## config.mk

```make
export PLATFORM = sky130hd
export DESIGN_NAME = tagchk_top
export DESIGN_NICKNAME = d
export VERILOG_FILES = /design/src/rtl/tagchk_pkg.sv /design/src/rtl/tagchk_span.sv /design/src/rtl/tagchk_nib.sv /design/src/rtl/tagchk_top.sv
export SDC_FILE = /design/constraint.sdc
export NUM_CORES = 1
export LEC_CHECK = 0
export ABC_AREA = 1
export BUFFER_PORTS_ARGS = -buffer_cell sky130_fd_sc_hd__buf_4
export CAP_MARGIN = 10
export CELL_PAD_IN_SITES_DETAIL_PLACEMENT = 1
export CELL_PAD_IN_SITES_GLOBAL_PLACEMENT = 2
export CORE_UTILIZATION = 33
export CTS_CLUSTER_SIZE = 28
export DETAILED_ROUTE_END_ITERATION = 16
export HOLD_SLACK_MARGIN = 0.02
export PLACE_DENSITY = 0.89
export REMOVE_ABC_BUFFERS = 1
export SYNTH_ARGS = -nofsm -noshare
export SYNTH_HDL_FRONTEND = slang
export SYNTH_HIERARCHICAL = 1
export SYNTH_SLANG_ARGS = --single-unit
export TNS_END_PERCENT = 50
```

## constraint.sdc

```tcl
create_clock -name clk -period 3.8 [get_ports clk]
set_input_delay 0.57 -clock clk [delete_from_list [all_inputs] [get_ports clk]]
set_output_delay 0.57 -clock clk [all_outputs]
set_load 0.05 [all_outputs]
```

## src/rtl/tagchk_pkg.sv

```systemverilog
package tagchk_pkg;
  typedef enum logic [1:0] {
    ST_IDLE = 2'd0,
    ST_RUN  = 2'd1,
    ST_DONE = 2'd2
  } tc_state_e;

  localparam int GRAN_LG = 4;            // 16-byte granule
  localparam int PAIR_LG = GRAN_LG + 1;  // two granules per tag byte
  localparam int KEY_LSB = 56;
endpackage

```

## src/rtl/tagchk_span.sv

```systemverilog
module tagchk_span #(
  parameter int SIZE_W = 8,
  parameter int CNT_W  = SIZE_W - 2
) (
  input  logic [4:0]        ptr_lo,
  input  logic [SIZE_W-1:0] size_m1,
  output logic [CNT_W-1:0]  gran_cnt,
  output logic [CNT_W-1:0]  byte_cnt
);
  localparam int SUM_W = SIZE_W + 1;
  logic [SUM_W-1:0] end_g, end_b;

  assign end_g    = SUM_W'(ptr_lo[3:0]) + SUM_W'(size_m1);
  assign end_b    = SUM_W'(ptr_lo)      + SUM_W'(size_m1);
  assign gran_cnt = CNT_W'(end_g >> 4) + CNT_W'(1);
  assign byte_cnt = CNT_W'(end_b >> 5) + CNT_W'(1);
endmodule

```

## src/rtl/tagchk_nib.sv

```systemverilog
module tagchk_nib (
  input  logic [7:0] tag_byte,
  input  logic [3:0] key,
  input  logic       odd,
  input  logic       two_left,
  output logic       lo_chk,
  output logic       hi_chk,
  output logic       lo_bad,
  output logic       hi_bad
);
  logic [7:0] diff;
  assign diff   = tag_byte ^ {key, key};
  assign lo_chk = !odd;
  assign hi_chk = odd || two_left;
  assign lo_bad = |diff[3:0];
  assign hi_bad = |diff[7:4];
endmodule

```

## src/rtl/tagchk_top.sv

```systemverilog
module tagchk_top
  import tagchk_pkg::*;
#(
  parameter int SIZE_W  = 8,
  parameter int TADDR_W = 8
) (
  input  logic               clk,
  input  logic               rst_n,
  input  logic               start,
  input  logic [63:0]        ptr,
  input  logic [SIZE_W-1:0]  size_m1,
  input  logic               chk_en_lo,
  input  logic               chk_en_hi,
  input  logic               page_tagged,
  output logic               busy,
  output logic               done,
  output logic               pass,
  output logic [63:0]        fault_addr,
  output logic               rd_en,
  output logic [TADDR_W-1:0] rd_addr,
  input  logic [7:0]         rd_data
);
  localparam int CNT_W = SIZE_W - 2;

  tc_state_e        state;
  logic [63:0]      ptr_q;
  logic [3:0]       key_q;
  logic [CNT_W-1:0] gran_left, n_q, issue_left, issue_idx;
  logic             odd_q, pend_q, pass_q;
  logic [63:0]      fault_q;

  logic [CNT_W-1:0] gran_cnt, byte_cnt;
  logic             lo_chk, hi_chk, lo_bad, hi_bad;
  logic             accept, unchecked, two_left;
  logic [CNT_W-1:0] used, fail_n;

  tagchk_span #(.SIZE_W(SIZE_W), .CNT_W(CNT_W)) u_span (
    .ptr_lo(ptr[4:0]), .size_m1(size_m1),
    .gran_cnt(gran_cnt), .byte_cnt(byte_cnt)
  );

  assign two_left = gran_left > CNT_W'(1);

  tagchk_nib u_nib (
    .tag_byte(rd_data), .key(key_q), .odd(odd_q), .two_left(two_left),
    .lo_chk(lo_chk), .hi_chk(hi_chk), .lo_bad(lo_bad), .hi_bad(hi_bad)
  );

  assign accept    = start && (state != ST_RUN);
  assign unchecked = !(ptr[55] ? chk_en_hi : chk_en_lo) || !page_tagged;
  assign used      = CNT_W'(lo_chk) + CNT_W'(hi_chk);
  assign fail_n    = n_q + CNT_W'(lo_chk);

  assign busy       = (state == ST_RUN);
  assign done       = (state == ST_DONE);
  assign pass       = pass_q;
  assign fault_addr = fault_q;
  assign rd_en      = (state == ST_RUN) && (issue_left != '0);
  assign rd_addr    = ptr_q[PAIR_LG +: TADDR_W] + TADDR_W'(issue_idx);

  function automatic logic [63:0] gran_addr(input logic [63:0] p,
                                            input logic [CNT_W-1:0] n);
    if (n == '0) return p;
    return {p[63:GRAN_LG] + (64 - GRAN_LG)'(n), {GRAN_LG{1'b0}}};
  endfunction

  always_ff @(posedge clk) begin
    if (!rst_n) begin
      state      <= ST_IDLE;
      ptr_q      <= '0;
      key_q      <= '0;
      gran_left  <= '0;
      n_q        <= '0;
      issue_left <= '0;
      issue_idx  <= '0;
      odd_q      <= 1'b0;
      pend_q     <= 1'b0;
      pass_q     <= 1'b0;
      fault_q    <= '0;
    end else begin
      pend_q <= rd_en;
      if (accept) begin
        ptr_q      <= ptr;
        key_q      <= ptr[KEY_LSB +: 4];
        gran_left  <= gran_cnt;
        n_q        <= '0;
        issue_left <= byte_cnt;
        issue_idx  <= '0;
        odd_q      <= ptr[GRAN_LG];
        fault_q    <= ptr;
        if (unchecked) begin
          pass_q <= 1'b1;
          state  <= ST_DONE;
        end else begin
          pass_q <= 1'b0;
          state  <= ST_RUN;
        end
      end else begin
        case (state)
          ST_RUN: begin
            if (rd_en) begin
              issue_left <= issue_left - CNT_W'(1);
              issue_idx  <= issue_idx + CNT_W'(1);
            end
            if (pend_q) begin
              if (lo_chk && lo_bad) begin
                pass_q  <= 1'b0;
                fault_q <= gran_addr(ptr_q, n_q);
                state   <= ST_DONE;
              end else if (hi_chk && hi_bad) begin
                pass_q  <= 1'b0;
                fault_q <= gran_addr(ptr_q, fail_n);
                state   <= ST_DONE;
              end else if (gran_left == used) begin
                pass_q  <= 1'b1;
                fault_q <= ptr_q;
                state   <= ST_DONE;
              end else begin
                gran_left <= gran_left - used;
                n_q       <= n_q + used;
                odd_q     <= 1'b0;
              end
            end
          end
          ST_DONE: state <= ST_IDLE;
          default: state <= ST_IDLE;
        endcase
      end
    end
  end
endmodule

```

### Word-level counts from Yosys, hierarchy flattened

Index checks and enable logic that the tools add are counted.

* register bits: 161
* bits of input ports: 86
* output and inout bits: 76
* logic and storage cells: 117

* add/sub/neg operators: 13
* $lt $le $gt $ge: 1
* equal/unequal tests: 9
* multiplexer cells: 53
* bitwise logic cells: 5
* reductions and logical operators: 25

Operators by type and width (number)
* two-way mux 64 bit: 10
* adder 60 x 6 -> 60 bit: 2
* two-way mux 6 bit: 9
* two-way mux 1 bit: 27
* two-way mux 2 bit: 7
* logical NOT 6 bit: 2
* AND reduction 5 bit: 2
* adder 4 x 8 -> 9 bit: 1
* adder 5 x 8 -> 9 bit: 1
* adder 8 x 6 -> 8 bit: 1
* OR reduction 4 bit: 2
* XOR 8 bit: 1
* adder 5 x 1 -> 6 bit (second input constant): 1
* adder 6 x 1 -> 6 bit: 1
* adder 6 x 1 -> 6 bit (second input constant): 1
* adder 6 x 2 -> 6 bit: 1
* equality test 6 x 2 -> 1 bit: 1
* greater-than comparator 6 x 1 -> 1 bit (second input constant): 1
* inequality test 2 bit (second input constant): 3
* AND reduction 2 bit: 3
* nonzero test 2 bit: 3
* nonzero test 6 bit: 1
* subtractor 6 x 1 -> 6 bit (second input constant): 1
* subtractor 6 x 2 -> 6 bit: 1
* 14 further kinds: 23

### Depth between registers and ports, before layout

* word-level depth: 16
* depth in mapped cells: 22
* gate-level depth less buffers: 22

### Modules after synthesis

Netlist, hierarchy kept.

By module, submodules not included
* tagchk_top: times used 1, cells each 1503, area each 9824.4 µm², sequential area each 3143.0 µm²
* tagchk_span: times used 1, cells each 95, area each 500.5 µm², sequential area each 0.0 µm²
* tagchk_nib: times used 1, cells each 44, area each 167.7 µm², sequential area each 0.0 µm²

### Worst setup path before layout

Ideal clock, no wire load.

* path type: flip-flop to output port
* from: register ptr_q[5]
* to: output rd_addr[6]
* arrival time: 2.352 ns
* data required time: 3.230 ns
* setup slack: 0.878 ns
* stages on the path, launching flop included: 8
* path buffers: 0
* cell sequence: dfxtp_1 -> ha_1 -> inv_1 -> fa_1 -> o21ai_0 -> a21oi_1 -> o21ai_0 -> xor2_1

* longest elaborated chain between the ends: 1

Ends and longest elaborated chain
* start: declaration: RTL line tagchk_top.sv:26 `logic [63:0] ptr_q;`
* start signal: assignment: RTL line tagchk_top.sv:83 `ptr_q <= ptr;`
* adder 8 x 6 -> 8 bit: RTL line tagchk_top.sv:59 `assign rd_addr = ptr_q[PAIR_LG +: TADDR_W] + TADDR_W'(issue_idx);`
* end: declaration: RTL line tagchk_top.sv:20 `output logic [TADDR_W-1:0] rd_addr,`

Every way passes these cells.

### Worst setup path after layout

Ends and elaborated chain as after synthesis.

==> impl_metrics.prom <==
# TYPE chip_impl_metric gauge
chip_impl_info{name="status",value="completed"} 1
chip_impl_metric{name="cts.htree.levels",unit=""} 4
chip_impl_metric{name="finalNonFillerCells",unit=""} 2174
chip_impl_metric{name="worst-path-buf-inv",unit=""} 2
chip_impl_info{name="rsz0062_at_grt",value="false"} 1
chip_impl_metric{name="syn_warnings",unit=""} 6
chip_impl_metric{name="min_delay_path_depth",unit=""} 3
chip_impl_metric{name="dp_worst_setup_slack",unit="ps"} 645
chip_impl_metric{name="vdd.ir_drop.worst",unit="mV"} 0.311
chip_impl_metric{name="post-route-util",unit="%"} 40.9
chip_impl_metric{name="floorplan.die_area",unit="µm²"} 32500
chip_impl_metric{name="worst_path_max_stage_delay",unit="ps"} 540
chip_impl_metric{name="synth_top_cell_area_share",unit="%"} 30.0
chip_impl_metric{name="grt_antenna_before_repair",unit=""} 0
chip_impl_metric{name="antenna_violating_nets_post_route",unit=""} 0
chip_impl_info{name="holdPathEnd",value="ptr_q[39]$_SDFFE_PN0P_"} 1
chip_impl_metric{name="worst_slew_pin_slew",unit="ps"} 1050
chip_impl_metric{name="clk-insertion-delay-late",unit="ps"} 450
chip_impl_metric{name="vias_per_cell",unit=""} 5.42
chip_impl_info{name="yosys.area.top_type",value="dfxtp_1"} 1
chip_impl_info{name="hold_start",value="ptr[39]"} 1
chip_impl_metric{name="cts-hold-fix-buffers",unit=""} 0
chip_impl_metric{name="wire_per_inst",unit="µm"} 19.3
chip_impl_info{name="cts_tree",value="done"} 1
chip_impl_metric{name="number_of_cell_rows",unit=""} 64
chip_impl_metric{name="pin_count_of_the_biggest_net_entering_global_routing",unit=""} 150
chip_impl_info{name="yosysMostFrequentCell",value="nand2_1"} 1
chip_impl_metric{name="gpl.final_weighted_congestion",unit=""} 0.939
chip_impl_metric{name="synthesis.area_per_instance",unit="µm²"} 6.39
chip_impl_metric{name="pwr_density",unit="nW/µm²"} 407
chip_impl_metric{name="grt_pass1_vias",unit=""} 11642
chip_impl_metric{name="fin_setup_tns",unit="ps"} 0
chip_impl_metric{name="fin_skew",unit="ps"} 20.9
chip_impl_metric{name="routed-via-count",unit=""} 11790
chip_impl_metric{name="hpwlAfterDp",unit="µm"} 31500
chip_impl_metric{name="maximum_clock_frequency",unit="MHz"} 292
chip_impl_metric{name="first_iter_violations",unit=""} 880
chip_impl_metric{name="i_o_pin_count",unit=""} 162
chip_impl_metric{name="design.final.nets",unit=""} 1890
chip_impl_info{name="timing.critical_path.slowest_stage_cell",value="dfxtp_1"} 1
chip_impl_metric{name="detailed_place.area",unit="µm²"} 12000
chip_impl_metric{name="clock_tree.buffer_depth",unit=""} 2
chip_impl_info{name="ctsRootBufferMaster",value="clkbuf_16"} 1
chip_impl_metric{name="worstRegToRegCells",unit=""} 18
chip_impl_metric{name="area.growth.synth_to_final",unit="%"} 20.4
chip_impl_metric{name="async_reset_ff_share",unit="%"} 0
chip_impl_metric{name="clk_pin_slew_worst_setup_hold_paths",unit="ps"} 80
chip_impl_metric{name="crit_required",unit="ps"} 3230
chip_impl_metric{name="sequential_element_share_of_the_synthesized_area",unit="%"} 30.0
chip_impl_metric{name="fp.dieW",unit="µm"} 180
chip_impl_metric{name="numClockSinks",unit=""} 157
chip_impl_info{name="timing.critical_path.from_type",value="flop"} 1
chip_impl_metric{name="timing.max_cap.violations",unit=""} 0
chip_impl_info{name="critical_path_class",value="reg -> out"} 1
chip_impl_metric{name="ys_ff_latch",unit=""} 157
chip_impl_info{name="synthFlopType",value="dfxtp_1"} 1
chip_impl_info{name="synth.top_cells.by_count",value="nand2_1, inv_1, nand3_1"} 1
chip_impl_metric{name="ctsResizeCount",unit=""} 0
chip_impl_metric{name="finalHoldViolCount",unit=""} 0
chip_impl_metric{name="setup.reg_to_reg.worst_slack",unit="ps"} 610
chip_impl_metric{name="setup_violations",unit=""} 0
chip_impl_metric{name="mappedNetlistArea",unit="µm²"} 10500
chip_impl_metric{name="post-cts-setup-buffer-count",unit=""} 0
chip_impl_metric{name="worst_case_hold_slack",unit="ps"} 359
chip_impl_metric{name="crit_fanout",unit=""} 7
chip_impl_metric{name="design_area",unit="µm²"} 12600
chip_impl_metric{name="final-max-slew-violation-count",unit=""} 0
chip_impl_metric{name="numCtsBuffers",unit=""} 17
chip_impl_metric{name="dp.cells",unit=""} 2142
chip_impl_info{name="timing.critical_path.max_delay_family",value="compound AO/OA/AOI/OAI gates"} 1
chip_impl_info{name="cp_cell_sequence",value="ha_1 -> inv_1 -> fa_1 -> o21ai_0 -> a21oi_1 -> o21ai_0 -> xor2_1 -> buf_4"} 1
chip_impl_info{name="rr_endpoint",value="fault_addr[26]$_SDFFE_PN0P_"} 1
chip_impl_metric{name="postRouteWirelength",unit="µm"} 41900
chip_impl_metric{name="detailedRoute.firstPassIterationCount",unit=""} 6
chip_impl_info{name="netlist_top_cells_area",value="dfxtp_1, nand2_1, nand3_1"} 1
chip_impl_metric{name="synth_cell_type_count",unit=""} 52
chip_impl_metric{name="grt_overflow",unit=""} 0
chip_impl_info{name="crit_path_end_kind",value="primary output"} 1
chip_impl_metric{name="relSlewSlack",unit="%"} 29.7
chip_impl_metric{name="placeableCoreArea",unit="µm²"} 30900
chip_impl_info{name="most_used_cell_cp",value="o21ai_0"} 1
chip_impl_metric{name="worst-endpoint-arrival",unit="ps"} 2860
chip_impl_metric{name="grtUsageTotal",unit="%"} 25.5
chip_impl_metric{name="power_leakage",unit="nW"} 5.67
chip_impl_info{name="critical_path.reg2reg.startpoint",value="odd_q$_SDFFE_PN0P_"} 1
chip_impl_metric{name="post-route-worst-setup-slack",unit="ps"} 370
chip_impl_metric{name="antenna_cells",unit=""} 0
chip_impl_metric{name="period_needed",unit="ps"} 3430
chip_impl_info{name="hold_class",value="in -> reg"} 1
chip_impl_metric{name="grt_pass1_wl",unit="µm"} 65400
chip_impl_metric{name="power_total",unit="mW"} 5.15
chip_impl_metric{name="drive_gt1_share",unit="%"} 14.6
chip_impl_metric{name="floorplan.initialDensity",unit="%"} 33.9
chip_impl_metric{name="post_synth_inst_count",unit=""} 1642
chip_impl_metric{name="synth-edff-count",unit=""} 0
chip_impl_metric{name="port_buffers",unit=""} 161
chip_impl_metric{name="drt_drc_violations_left",unit=""} 0
chip_impl_metric{name="fp.dieH",unit="µm"} 180
chip_impl_metric{name="finalCritPeriodShare",unit="%"} 90.3
-- placed cells by master, fill, tap and decap left out, drive strengths merged, types with 41 or more instances in the layout --
cell type / synthesis / layout
nand4: 47 / 47
dfxtp: 157 / 157
a21oi: 105 / 105
nand3: 194 / 194
nor3: 41 / 41
inv: 211 / 219
nor2: 138 / 138
o21ai: 135 / 135
nand2: 378 / 378
buf: 32 / 173
-- cell type report --
cell class	count	area [µm²]
tap	396	495
sequential	157	3140
fill	4104	18300
timing repair buffer	173	1340
clock buffer	17	425
multi-input combinational	1202	6250
clock inverter	15	173
inverter	214	808
-- sequential cells by signal, summed over array words and instances, names as in the netlist --
name        count
fault_addr     64
ptr_q          64
gran_left       6
issue_idx       6
issue_left      6
n_q             6
state           2
odd_q           1
pass            1
pend_q          1
-- worst min-delay path, delay by kind of cell --
kind	cells	cell delay [ps]
buf+inv	1	80
simple gates	1	60
compound gates	1	60
-- how the worst max path moves through the flow --
stage / from / to / slack, ps / cells after the start
after global routing: ptr_q[5]$_SDFFE_PN0P_ / rd_addr[6] / 220 / 8
after detailed placement: gran_left[2]$_SDFFE_PN0P_ / fault_addr[63]$_SDFFE_PN0P_ / 640 / 15
after floorplan: state[1]$_SDFFE_PN0P_ / gran_left[1]$_SDFFE_PN0P_ / -5140 / 9
after CTS: ptr_q[5]$_SDFFE_PN0P_ / rd_addr[6] / 410 / 8
after global placement: odd_q$_SDFFE_PN0P_ / fault_addr[44]$_SDFFE_PN0P_ / 840 / 19
final: ptr_q[5]$_SDFFE_PN0P_ / rd_addr[6] / 370 / 8
-- kinds of logic after synthesis --
group	count (synthesis)	share of synthesized area, %
AO/OA/AOI/OAI	320	17.1
XOR/XNOR	21	1.75
adder cells (fa/ha/maj)	39	5.01
buffers and inverters	285	10.7
flip-flops	157	30.0
other	1	0.0357
AND/OR/NAND/NOR	819	35.4
-- metal layers --
metal	wire length, µm	up-vias	global-route usage (%)
li1	-	5702	-
met1	20500	5706	37.1
met2	18300	342	39.7
met3	2420	40	3.46
met4	584	0	5.81
met5	0	-	0
-- where the power goes --
part           leakage (nW)  internal (mW)  total (mW)  switching [mW]
logic                  4.09          0.444        1.42           0.973
registers              1.29           1.79        1.92           0.139
clock network         0.287          0.942        1.80           0.862
total                  5.67           3.17        5.15            1.97
Note: power is estimated with default switching activity, not from simulation.
